File: config.mk
export PLATFORM = sky130hd
export DESIGN_NAME = cfg_id_autoload
export DESIGN_NICKNAME = d
export VERILOG_FILES = /design/src/rtl/autoload_pkg.sv /design/src/rtl/autoload_seq.sv /design/src/rtl/autoload_word_store.sv /design/src/rtl/autoload_id_decode.sv /design/src/rtl/cfg_id_autoload.sv
export SDC_FILE = /design/constraint.sdc
export NUM_CORES = 1
export LEC_CHECK = 0
export ABC_AREA = 1
export BUFFER_PORTS_ARGS = -buffer_cell sky130_fd_sc_hd__buf_4
export CAP_MARGIN = 30
export CORE_MARGIN = 5
export CORE_UTILIZATION = 48
export DETAILED_ROUTE_END_ITERATION = 16
export PLACE_DENSITY = 0.9
export SLEW_MARGIN = 20
export SYNTH_ARGS = -nofsm -noshare
export SYNTH_HDL_FRONTEND = slang
export SYNTH_SLANG_ARGS = --single-unit
File: constraint.sdc
create_clock -name clk -period 1.5 [get_ports clk]
set_input_delay 0.225 -clock clk [delete_from_list [all_inputs] [get_ports clk]]
set_output_delay 0.225 -clock clk [all_outputs]
set_load 0.1 [all_outputs]
File: src/rtl/autoload_pkg.sv
package autoload_pkg;

  localparam int unsigned CTL_W = 16;

  typedef enum logic [1:0] {
    AL_IDLE  = 2'd0,
    AL_FETCH = 2'd1,
    AL_DONE  = 2'd2
  } al_state_e;

  // Presence signature lives in the two top bits of the control word.
  function automatic logic sig_present(input logic [CTL_W-1:0] ctl);
    return (ctl[15:14] == 2'b01);
  endfunction

  // Revision override needs a valid signature plus the option bit.
  function automatic logic rev_override(input logic [CTL_W-1:0] ctl);
    return sig_present(ctl) && ctl[13];
  endfunction

  function automatic logic [7:0] merge_rev(input logic [7:0] def,
                                           input logic [CTL_W-1:0] ctl);
    return rev_override(ctl) ? {def[7:3], ctl[10:8]} : def;
  endfunction

endpackage

File: src/rtl/autoload_seq.sv
module autoload_seq
  import autoload_pkg::*;
#(
  parameter int unsigned ADDR_W    = 4,
  parameter int unsigned NUM_WORDS = 3,
  parameter logic [ADDR_W-1:0] BASE_ADDR = 4'hA,
  localparam int unsigned IDX_W = (NUM_WORDS > 1) ? $clog2(NUM_WORDS) : 1
) (
  input  logic              clk,
  input  logic              rst_n,
  input  logic              ack,
  output logic              req,
  output logic [ADDR_W-1:0] addr,
  output logic              cap_en,
  output logic [IDX_W-1:0]  cap_idx,
  output logic              last_cap,
  output logic              done
);

  al_state_e        state_q;
  logic [IDX_W-1:0] idx_q;
  logic             done_q;

  assign req      = (state_q == AL_FETCH);
  assign addr     = BASE_ADDR + ADDR_W'(idx_q);
  assign cap_en   = req && ack;
  assign cap_idx  = idx_q;
  assign last_cap = cap_en && (idx_q == IDX_W'(NUM_WORDS - 1));
  assign done     = done_q;

  always_ff @(posedge clk) begin
    if (!rst_n) begin
      state_q <= AL_IDLE;
      idx_q   <= '0;
      done_q  <= 1'b0;
    end else begin
      unique case (state_q)
        AL_IDLE: state_q <= AL_FETCH;
        AL_FETCH: begin
          if (last_cap) begin
            state_q <= AL_DONE;
            done_q  <= 1'b1;
          end else if (cap_en) begin
            idx_q <= idx_q + 1'b1;
          end
        end
        AL_DONE: state_q <= AL_DONE;
        default: state_q <= AL_IDLE;
      endcase
    end
  end

endmodule

File: src/rtl/autoload_word_store.sv
module autoload_word_store #(
  parameter int unsigned WORD_W    = 16,
  parameter int unsigned NUM_WORDS = 3,
  localparam int unsigned IDX_W = (NUM_WORDS > 1) ? $clog2(NUM_WORDS) : 1
) (
  input  logic                              clk,
  input  logic                              rst_n,
  input  logic                              cap_en,
  input  logic [IDX_W-1:0]                  cap_idx,
  input  logic [WORD_W-1:0]                 rdata,
  output logic [NUM_WORDS-1:0][WORD_W-1:0]  words
);

  for (genvar g = 0; g < NUM_WORDS; g++) begin : g_slot
    logic [WORD_W-1:0] slot_q;
    always_ff @(posedge clk) begin
      if (!rst_n)
        slot_q <= '0;
      else if (cap_en && (cap_idx == IDX_W'(g)))
        slot_q <= rdata;
    end
    assign words[g] = slot_q;
  end

endmodule

File: src/rtl/autoload_id_decode.sv
module autoload_id_decode
  import autoload_pkg::*;
#(
  parameter logic [7:0] REV_DEFAULT = 8'h09
) (
  input  logic             done,
  input  logic [CTL_W-1:0] ctl_word,
  input  logic [15:0]      ssid_word,
  input  logic [15:0]      ssvid_word,
  output logic             sig_ok,
  output logic [15:0]      subsys_id,
  output logic [15:0]      subsys_ven_id,
  output logic [7:0]       rev_id
);

  always_comb begin
    sig_ok        = sig_present(ctl_word);
    subsys_id     = 16'h0000;
    subsys_ven_id = 16'h0000;
    rev_id        = REV_DEFAULT;
    if (done) begin
      rev_id = merge_rev(REV_DEFAULT, ctl_word);
      if (sig_ok) begin
        subsys_id     = ssid_word;
        subsys_ven_id = ssvid_word;
      end
    end
  end

endmodule

File: src/rtl/cfg_id_autoload.sv
module cfg_id_autoload
  import autoload_pkg::*;
#(
  parameter int unsigned ADDR_W      = 4,
  parameter logic [ADDR_W-1:0] BASE_ADDR = 4'hA,
  parameter logic [15:0] DEV_ID      = 16'h4A17,
  parameter logic [15:0] VEN_ID      = 16'h1F2E,
  parameter logic [7:0]  REV_DEFAULT = 8'h09,
  parameter logic [7:0]  CAP_PTR     = 8'hDC
) (
  input  logic              clk,
  input  logic              rst_n,
  output logic              nvm_req,
  output logic [ADDR_W-1:0] nvm_addr,
  input  logic              nvm_ack,
  input  logic [15:0]       nvm_rdata,
  output logic              cfg_retry,
  output logic              load_done,
  output logic [15:0]       dev_id,
  output logic [15:0]       ven_id,
  output logic [7:0]        rev_id,
  output logic [15:0]       subsys_id,
  output logic [15:0]       subsys_ven_id,
  output logic [7:0]        cap_ptr
);

  localparam int unsigned NUM_WORDS = 3;
  localparam int unsigned IDX_W     = $clog2(NUM_WORDS);

  logic                           cap_en;
  logic [IDX_W-1:0]               cap_idx;
  logic                           last_cap;
  logic                           done;
  logic                           sig_ok;
  logic [NUM_WORDS-1:0][15:0]     words;

  autoload_seq #(
    .ADDR_W    (ADDR_W),
    .NUM_WORDS (NUM_WORDS),
    .BASE_ADDR (BASE_ADDR)
  ) u_seq (
    .clk      (clk),
    .rst_n    (rst_n),
    .ack      (nvm_ack),
    .req      (nvm_req),
    .addr     (nvm_addr),
    .cap_en   (cap_en),
    .cap_idx  (cap_idx),
    .last_cap (last_cap),
    .done     (done)
  );

  autoload_word_store #(
    .WORD_W    (16),
    .NUM_WORDS (NUM_WORDS)
  ) u_store (
    .clk     (clk),
    .rst_n   (rst_n),
    .cap_en  (cap_en),
    .cap_idx (cap_idx),
    .rdata   (nvm_rdata),
    .words   (words)
  );

  autoload_id_decode #(
    .REV_DEFAULT (REV_DEFAULT)
  ) u_dec (
    .done          (done),
    .ctl_word      (words[0]),
    .ssid_word     (words[1]),
    .ssvid_word    (words[2]),
    .sig_ok        (sig_ok),
    .subsys_id     (subsys_id),
    .subsys_ven_id (subsys_ven_id),
    .rev_id        (rev_id)
  );

  assign load_done = done;
  assign cfg_retry = ~done;
  assign dev_id    = DEV_ID;
  assign ven_id    = VEN_ID;
  assign cap_ptr   = CAP_PTR;

endmodule

Word-level counts from Yosys, hierarchy flattened:

Cells that the tools add are included.

* reductions and logical operators: 9
* bitwise operators: 2
* multiplexer cells: 8
* $add $sub $neg: 2
* equality and inequality tests: 6

Operators by type and width (number)
* $mux 16: 4
* $mux 8: 1
* $eq 2x1->1 const B: 3
* $pmux 2 s3: 1
* $logic_and 1x1->1: 5
* $add 4x2->4 const A: 1
* $eq 2x2->1 const B: 2
* $logic_not 2->1: 2
* $mux 3: 1
* $reduce_and 3->1: 1
* $add 2x1->2 const B: 1
* $mux 2: 1
* $ne 2x2->1 const B: 1
* $not 1->1: 2
* $reduce_and 2->1: 1

* word-level logic and storage cells: 33
* register bits after elaboration: 53
* bits of input ports: 19
* output and inout bits: 87

Depth between registers and ports, before layout:

Gate-level depths: netlist of the first run.

* word-level depth: 5
* gate-level depth with buffers: 8
* gate-level depth less buffers: 7

By module:

A second synthesis of the first run with hierarchy kept.

* cells, all modules: 478
* area total of the unflattened synthesis: 3083.0 µm²

By module, submodules not included
* autoload_word_store: cells each 311, area each 2070.7 µm², times used 1, sequential area each 960.9 µm²
* autoload_id_decode: cells each 85, area each 405.4 µm², times used 1, sequential area each 0.0 µm²
* cfg_id_autoload: cells each 43, area each 311.5 µm², times used 1, sequential area each 0.0 µm²
* autoload_seq: cells each 39, area each 295.3 µm², times used 1, sequential area each 100.1 µm²

Least setup slack after synthesis of the first run:

No wires, ideal clock.

* path kind: register to output
* start: register u_seq.done_q (netlist: u_seq.done)
* end: output rev_id[1]
* data required time: 1.275 ns
* cell stages (with the launch flop): 3
* data arrival time: 3.386 ns
* buffers on the path: 0
* setup slack: -2.111 ns
* path through: dfxtp_1 nand3_1 nor3_1

* cells in the longest elaborated chain, start to end: 1

Ends and longest elaborated chain
* start, declared: RTL line autoload_seq.sv:22 `logic done_q;`
* start signal, assigned: RTL line autoload_seq.sv:35 `done_q <= 1'b0;`
* start signal, assigned: RTL line autoload_seq.sv:42 `done_q <= 1'b1;`
* $mux 8: RTL line autoload_id_decode.sv:21 `if (done) begin`
* end, declared: RTL line cfg_id_autoload.sv:21 `output logic [7:0] rev_id,`

No other way between the ends.

Worst setup path after layout of the first run:

* start: register u_store.g_slot[0].slot_q[15]
* end: output rev_id[0]

* cells in the longest elaborated chain, start to end: 4

Ends and longest elaborated chain
* start, declared: RTL line autoload_word_store.sv:15 `logic [WORD_W-1:0] slot_q;`
* start signal, assigned: RTL line autoload_word_store.sv:20 `slot_q <= rdata;`
* $eq 2x1->1: RTL line autoload_pkg.sv:13 `return (ctl[15:14] == 2'b01);`
* $logic_and 1x1->1: RTL line autoload_pkg.sv:18 `return sig_present(ctl) && ctl[13];`
* $mux 3: RTL line autoload_pkg.sv:23 `return rev_override(ctl) ? {def[7:3], ctl[10:8]} : def;`
* $mux 8: RTL line autoload_id_decode.sv:21

No other way between the ends.

==> flow_summary.json, run 1 <==
{
  "finalSetupViolCount": 34,
  "irDropWorstVdd_uv": 901,
  "grt_overflow_total": 0,
  "r2r_start": "u_seq.state_q[1]",
  "die-area_um2": 6590,
  "syn_inst": 368,
  "path_clk_slew_ps": 80,
  "finalCritPeriodShare": 1.12,
  "pwr-share-comb": 0.434,
  "status": "finished, violations left",
  "initial_core_util": 0.504,
  "rsz0062_at_grt": "true",
  "post_drt_wl_per_cell_um": 13.1,
  "crit_required_ps": 1270,
  "p_switching_mw": 1.68,
  "crit_fanout": 7,
  "grt_pass1_vias": 2139,
  "yosysWarnings": 0,
  "worstReg2RegEnd": "u_store.g_slot[1].slot_q[15]",
  "cts_tree": "built",
  "fin_crit_ps": 1680,
  "min_path_type": "primary input to register",
  "clk_path_buf_depth": 2,
  "min_to": "u_store.g_slot[2].slot_q[0]",
  "r2r_slack_ps": 90,
  "ys_types": 17,
  "gp_congestion": 0.730,
  "violations": "negative setup slack",
  "yosysSeqAreaShare": 0.354,
  "p_per_area_nw_per_um2": 953,
  "clkPwrFrac": 0.199,
  "power_mw": 3.60,
  "htreeDepth": 2,
  "hold_depth": 3,
  "firstDrtPassIters": 4,
  "reg2reg_depth": 5,
  "start_kind": "register",
  "hp-start": "nvm_rdata[0]",
  "critPathKind": "register to output pin",
  "sw_frac_of_total": 0.466,
  "rows": 25,
  "syn_to_final_growth_pct": 55.4,
  "grt_max_degree": 44,
  "drv_slew": 0,
  "placed_area_um2": 3050,
  "seqPwrFrac": 0.367,
  "antenna_found_initial": 0,
  "finalClockSkew_ps": 4.08,
  "vias": 2200,
  "cts_hold_buf": 0,
  "leakage_nw": 1.76,
  "finalWorstSetupSlack_ps": -177,
  "die_h_um": 81.2,
  "post_route_cells_drive_above_1_share": 0.329,
  "clkLatencyLatePin_ps": 290,
  "die_w_um": 81.2,
  "io_pins": 106,
  "cp-end-kind": "output pin",
  "num_antenna_cells": 0,
  "yosys_register_bits": 43,
  "postRouteWirelength_mm": 6.52,
  "crit_path_start": "u_store.g_slot[0].slot_q[15]",
  "netlist_area_um2": 2430,
  "max_freq_mhz": 596,
  "hold_viol": 0,
  "route.detailed.drc": 0,
  "p_int_mw": 1.92,
  "fin_nets": 454,
  "root_buffer": "clkbuf_8",
  "dp_hpwl_mm": 3.88,
  "cts.sink_count": 43,
  "avgSynthCellArea_um2": 6.60,
  "grt_usage": 0.197,
  "core-area_um2": 4820,
  "io_buffer_count": 59,
  "postLayoutCellArea_um2": 3770,
  "drt_iter0_drc": 152,
  "crit_arrival_ps": 1450,
  "cts_buffers": 5,
  "routed_via_density": 4.42,
  "final_antenna_net_count": 0,
  "grt_pass1_wl_mm": 9.92,
  "maxCapViolCount": 0
}
==> state kept, by name (all words and copies together), names as in the netlist <==
register	flops
u_seq.cap_idx	2
u_store.g_slot.slot_q	38
u_seq.state_q	2
u_seq.done	1
==> synthesized netlist by cell type <==
cell / number / area, um2
a21boi_0: 2 / 15.0
a21boi_1: 1 / 7.51
buf_2: 10 / 50.1
buf_4: 46 / 345
buf_6: 6 / 67.6
clkbuf_1: 1 / 3.75
conb_1: 2 / 7.51
dfxtp_1: 43 / 861
ha_1: 5 / 62.6
inv_1: 43 / 161
nand2_1: 73 / 274
nand2_2: 10 / 62.6
nand3_1: 5 / 25.0
nand3_4: 2 / 35.0
nand4_1: 1 / 6.26
nor2_1: 116 / 435
nor3_1: 2 / 10.0
==> metrics by stage <==
step	utilization	cells	worst slack, ps	setup TNS (ps)	hold WS (ps)
3_3_place_gp	0.632	479	44.0	0	437
6_report	0.784	498	-177	-4310	161
2_1_floorplan	-	412	-422	-16140	341
3_5_place_dp	0.632	479	31.3	0	464
5_1_grt	0.784	498	-257	-6940	158
4_1_cts	0.778	495	-168	-4180	157
==> power groups by stage <==
stage	logic, mW	clock network [mW]	registers [mW]
after floorplan	1.32	0	1.43
after global placement	1.42	0	1.33
after detailed placement	1.46	0	1.34
after CTS	1.48	0.731	1.32
after global routing	1.66	0.788	1.33
final	1.56	0.717	1.32
==> worst max path at each step <==
| stage | cells after the start | end | slack (ps) |
|---|---|---|---|
| 2_1_floorplan | 7 | u_store.g_slot[1].slot_q[11] | -420 |
| 4_1_cts | 7 | rev_id[0] | -170 |
| 5_1_grt | 7 | rev_id[0] | -260 |
| 6_report | 7 | rev_id[0] | -180 |
| 3_3_place_gp | 5 | rev_id[0] | 40 |
| 3_5_place_dp | 5 | rev_id[0] | 30 |
==> area by class of cell <==
class / instances / area (um2)
Multi-Input combinational cell: 264 / 1440
Clock inverter: 3 / 15.0
Inverter: 43 / 165
Tap cell: 67 / 83.8
Timing Repair Buffer: 73 / 1120
Fill cell: 320 / 1040
Clock buffer: 5 / 68.8
Sequential cell: 43 / 875
==> layer usage <==
metal,global-route usage,share of wire
met5,0,0
met4,0.0709,0.019
met3,0.0499,0.051
met2,0.376,0.55
met1,0.206,0.38
==> placed cells by master (no fill, tap or decap), drive strengths merged <==
| cell | n |
|---|---|
| clkinvlp | 1 |
| nand2 | 83 |
| buf | 73 |
| ha | 5 |
| clkinv | 3 |
| inv | 42 |
| clkbuf | 5 |
| nor3 | 2 |
| nor2 | 116 |
| nand4 | 1 |
| a21boi | 3 |
| dfxtp | 43 |
| conb | 46 |
| nand3 | 8 |
==> cell families after synthesis <==
kind of cell	synth area share
compound gates	0.00927
other cells	0.00309
fa+ha+maj	0.0257
buf+inv	0.258
simple gates	0.349
flops	0.354
==> critical path: stages (launching register included) <==
cell     delay, ps
dfxtp_2        320
inv_2           70
nand3_4        110
buf_12         160
buf_16         150
nor2_4          80
nand2_2         80
buf_12         170
==> repair_timing <==
action	in CTS	in global routing
buffers inserted	5	3
gates cloned	3	1
endpoints found under the hold margin	0	0
pin swaps	8	12
gates resized for setup	118	4
setup endpoints to repair	35	43
Note: power is estimated with default switching activity, not from simulation.
==> run 2: changes to the inputs <==
- GPL_TIMING_DRIVEN: not set -> 0
- RECOVER_POWER: not set -> 25
==> run 2 against run 1 <==
  * The run still ends with negative setup slack left
  * Combinational power increased by 4%
  * Register-to-register slack worse by 110 ps
  * Routed wire length grew 34%
  * Largest cell class is now non-clock buffers
  * Highest routed layer unchanged
==> flow_summary.json, run 2 (synthesis results as in run 1) <==
{
  "io_buffer_count": 57,
  "use_met3": 0.0610,
  "leakage_nw": 1.96,
  "top_register": "u_store.g_slot.slot_q",
  "p_per_area_nw_per_um2": 909,
  "relSlewSlack": 0.641,
  "numPlacedInstances": 536,
  "grt_pass1_vias": 2590,
  "routed_via_density": 4.81,
  "grt_pass1_wl_mm": 12.6,
  "grt_overflow_total": 0,
  "clkPwrFrac": 0.200,
  "grtUsageMet2": 0.475,
  "cts_tree": "built",
  "gp_congestion": 0.793,
  "reg2reg_depth": 7,
  "num_antenna_cells": 0,
  "antenna_found_initial": 0,
  "htreeDepth": 2,
  "fin_nets": 507,
  "post_route_cells_drive_above_1_share": 0.397,
  "root_buffer": "clkbuf_8",
  "min_path_type": "primary input to register",
  "layout.cells.most_common": "nor2_1",
  "die_w_um": 81.2,
  "route.detailed.drc": 0,
  "finalClockSkew_ps": 6.28,
  "status": "finished, violations left",
  "fillers": 244,
  "hold_viol": 0,
  "cts_hold_buf": 0,
  "core-area_um2": 4820,
  "p_int_mw": 1.96,
  "crit_required_ps": 1270,
  "vias": 2650,
  "pre_cts_slack_ps": 36.2,
  "final_antenna_net_count": 0,
  "cts.sink_count": 43,
  "cp-end-kind": "output pin",
  "crit_arrival_ps": 1450,
  "final_cell_mix": "nor2_1 (83), nand2_1 (72), buf_4 (69)",
  "rows": 25,
  "min_to": "u_store.g_slot[2].slot_q[7]",
  "tightest_slew_ps": 542,
  "top_usage_layer": "met2",
  "fin_crit_ps": 1670,
  "seqPwrFrac": 0.358,
  "post_drt_wl_per_cell_um": 15.9,
  "sw_frac_of_total": 0.468,
  "die_h_um": 81.2,
  "maxCapViolCount": 0,
  "r2r_slack_ps": -20,
  "syn_to_final_growth_pct": 67.2,
  "clkLatencyLatePin_ps": 300,
  "finalSetupViolCount": 43,
  "die-area_um2": 6590,
  "cts_buffers": 5,
  "clk_path_buf_depth": 2,
  "hold_depth": 3,
  "io_pins": 106,
  "worstReg2RegEnd": "u_store.g_slot[1].slot_q[6]",
  "grt_max_degree": 14,
  "grt_usage": 0.251,
  "hp-start": "nvm_rdata[7]",
  "initial_core_util": 0.504,
  "r2r_start": "u_seq.state_q[1]",
  "violations": "negative setup slack",
  "finalCritPeriodShare": 1.12,
  "path_clk_slew_ps": 80,
  "fin_cells": 551,
  "use_met1": 0.256,
  "finalWorstSetupSlack_ps": -174,
  "postRouteWirelength_mm": 8.76,
  "p_switching_mw": 1.73,
  "critPathKind": "register to output pin",
  "rsz0062_at_grt": "true",
  "start_kind": "register",
  "crit_fanout": 6,
  "max_freq_mhz": 597,
  "drv_slew": 0,
  "largest_reg_flops": 38,
  "drt_iter0_drc": 284,
  "pwr-share-comb": 0.442,
  "dp_hpwl_mm": 4.64,
  "firstDrtPassIters": 7,
  "irDropWorstVdd_uv": 812
}
## run 2: cell types whose count changed in the layout (fill, tap and decap cells not counted), moves of 2 or more
cell and change:
buf_6 +11, nand3_2 -2, clkbuf_2 +4, buf_12 -4
buf_16 -4, buf_4 +40, clkinv_2 -2, buf_2 +6
clkbuf_1 +2
## run 2: worst max-delay path by stage
stage	from	endpoint	slack, ps	cells after the start
after CTS	u_store.g_slot[0].slot_q[15]	subsys_id[7]	-130	5
after global placement	u_store.g_slot[0].slot_q[15]	subsys_id[0]	50	5
after floorplan	u_seq.cap_idx[1]	u_store.g_slot[1].slot_q[11]	-420	7
final	u_store.g_slot[0].slot_q[15]	subsys_ven_id[9]	-170	5
after global routing	u_store.g_slot[0].slot_q[15]	subsys_ven_id[9]	-210	5
after detailed placement	u_store.g_slot[0].slot_q[15]	subsys_id[0]	40	5
## run 2: final cells by class
cell class / count / area, um2 / area share
Multi-Input combinational cell: 263 / 1430 / 0.351
Timing Repair Buffer: 66 / 955 / 0.235
Sequential cell: 43 / 873 / 0.215
Buffer: 61 / 474 / 0.117
Inverter: 43 / 165 / 0.0407
Tap cell: 67 / 83.8 / 0.0206
Clock buffer: 6 / 72.6 / 0.0179
Clock inverter: 2 / 12.5 / 0.00308
## run 2: power groups by stage
| stage | logic (mW) | registers (mW) | clock network (mW) |
|---|---|---|---|
| final | 1.63 | 1.32 | 0.738 |
| after global routing | 1.75 | 1.33 | 0.776 |
| after CTS | 1.62 | 1.32 | 0.736 |
| after detailed placement | 1.60 | 1.34 | 0 |
| after global placement | 1.56 | 1.34 | 0 |
| after floorplan | 1.32 | 1.43 | 0 |
## run 2: metal layers
layer / vias up / share of wire
li1: 1205 / -
met1: 1189 / 0.32
met2: 208 / 0.54
met3: 48 / 0.088
met4: 0 / 0.050
met5: - / 0
## run 2: worst max-delay path: stages (launching register included)
cell and delay [ps]:
dfxtp_1 330, inv_2 80, nand3_4 120, bufbuf_16 320
nor2_4 110, buf_12 180
## run 2: metrics by stage
stage	cell area, um2	TNS (ps)	utilization	hold WS, ps	power, mW
2_1_floorplan	2980	-16140	-	341	2.75
3_3_place_gp	3500	0	0.726	440	2.89
3_5_place_dp	3500	0	0.726	453	2.94
4_1_cts	4040	-2890	0.838	149	3.67
5_1_grt	4060	-7310	0.843	164	3.85
6_report	4060	-4140	0.843	167	3.69
## run 2: repair_timing
action	4_1_cts	5_1_grt
pin swaps	4	2
buffers inserted	6	2
cloned	1	0
resized for setup	103	8
setup endpoints to repair	35	41
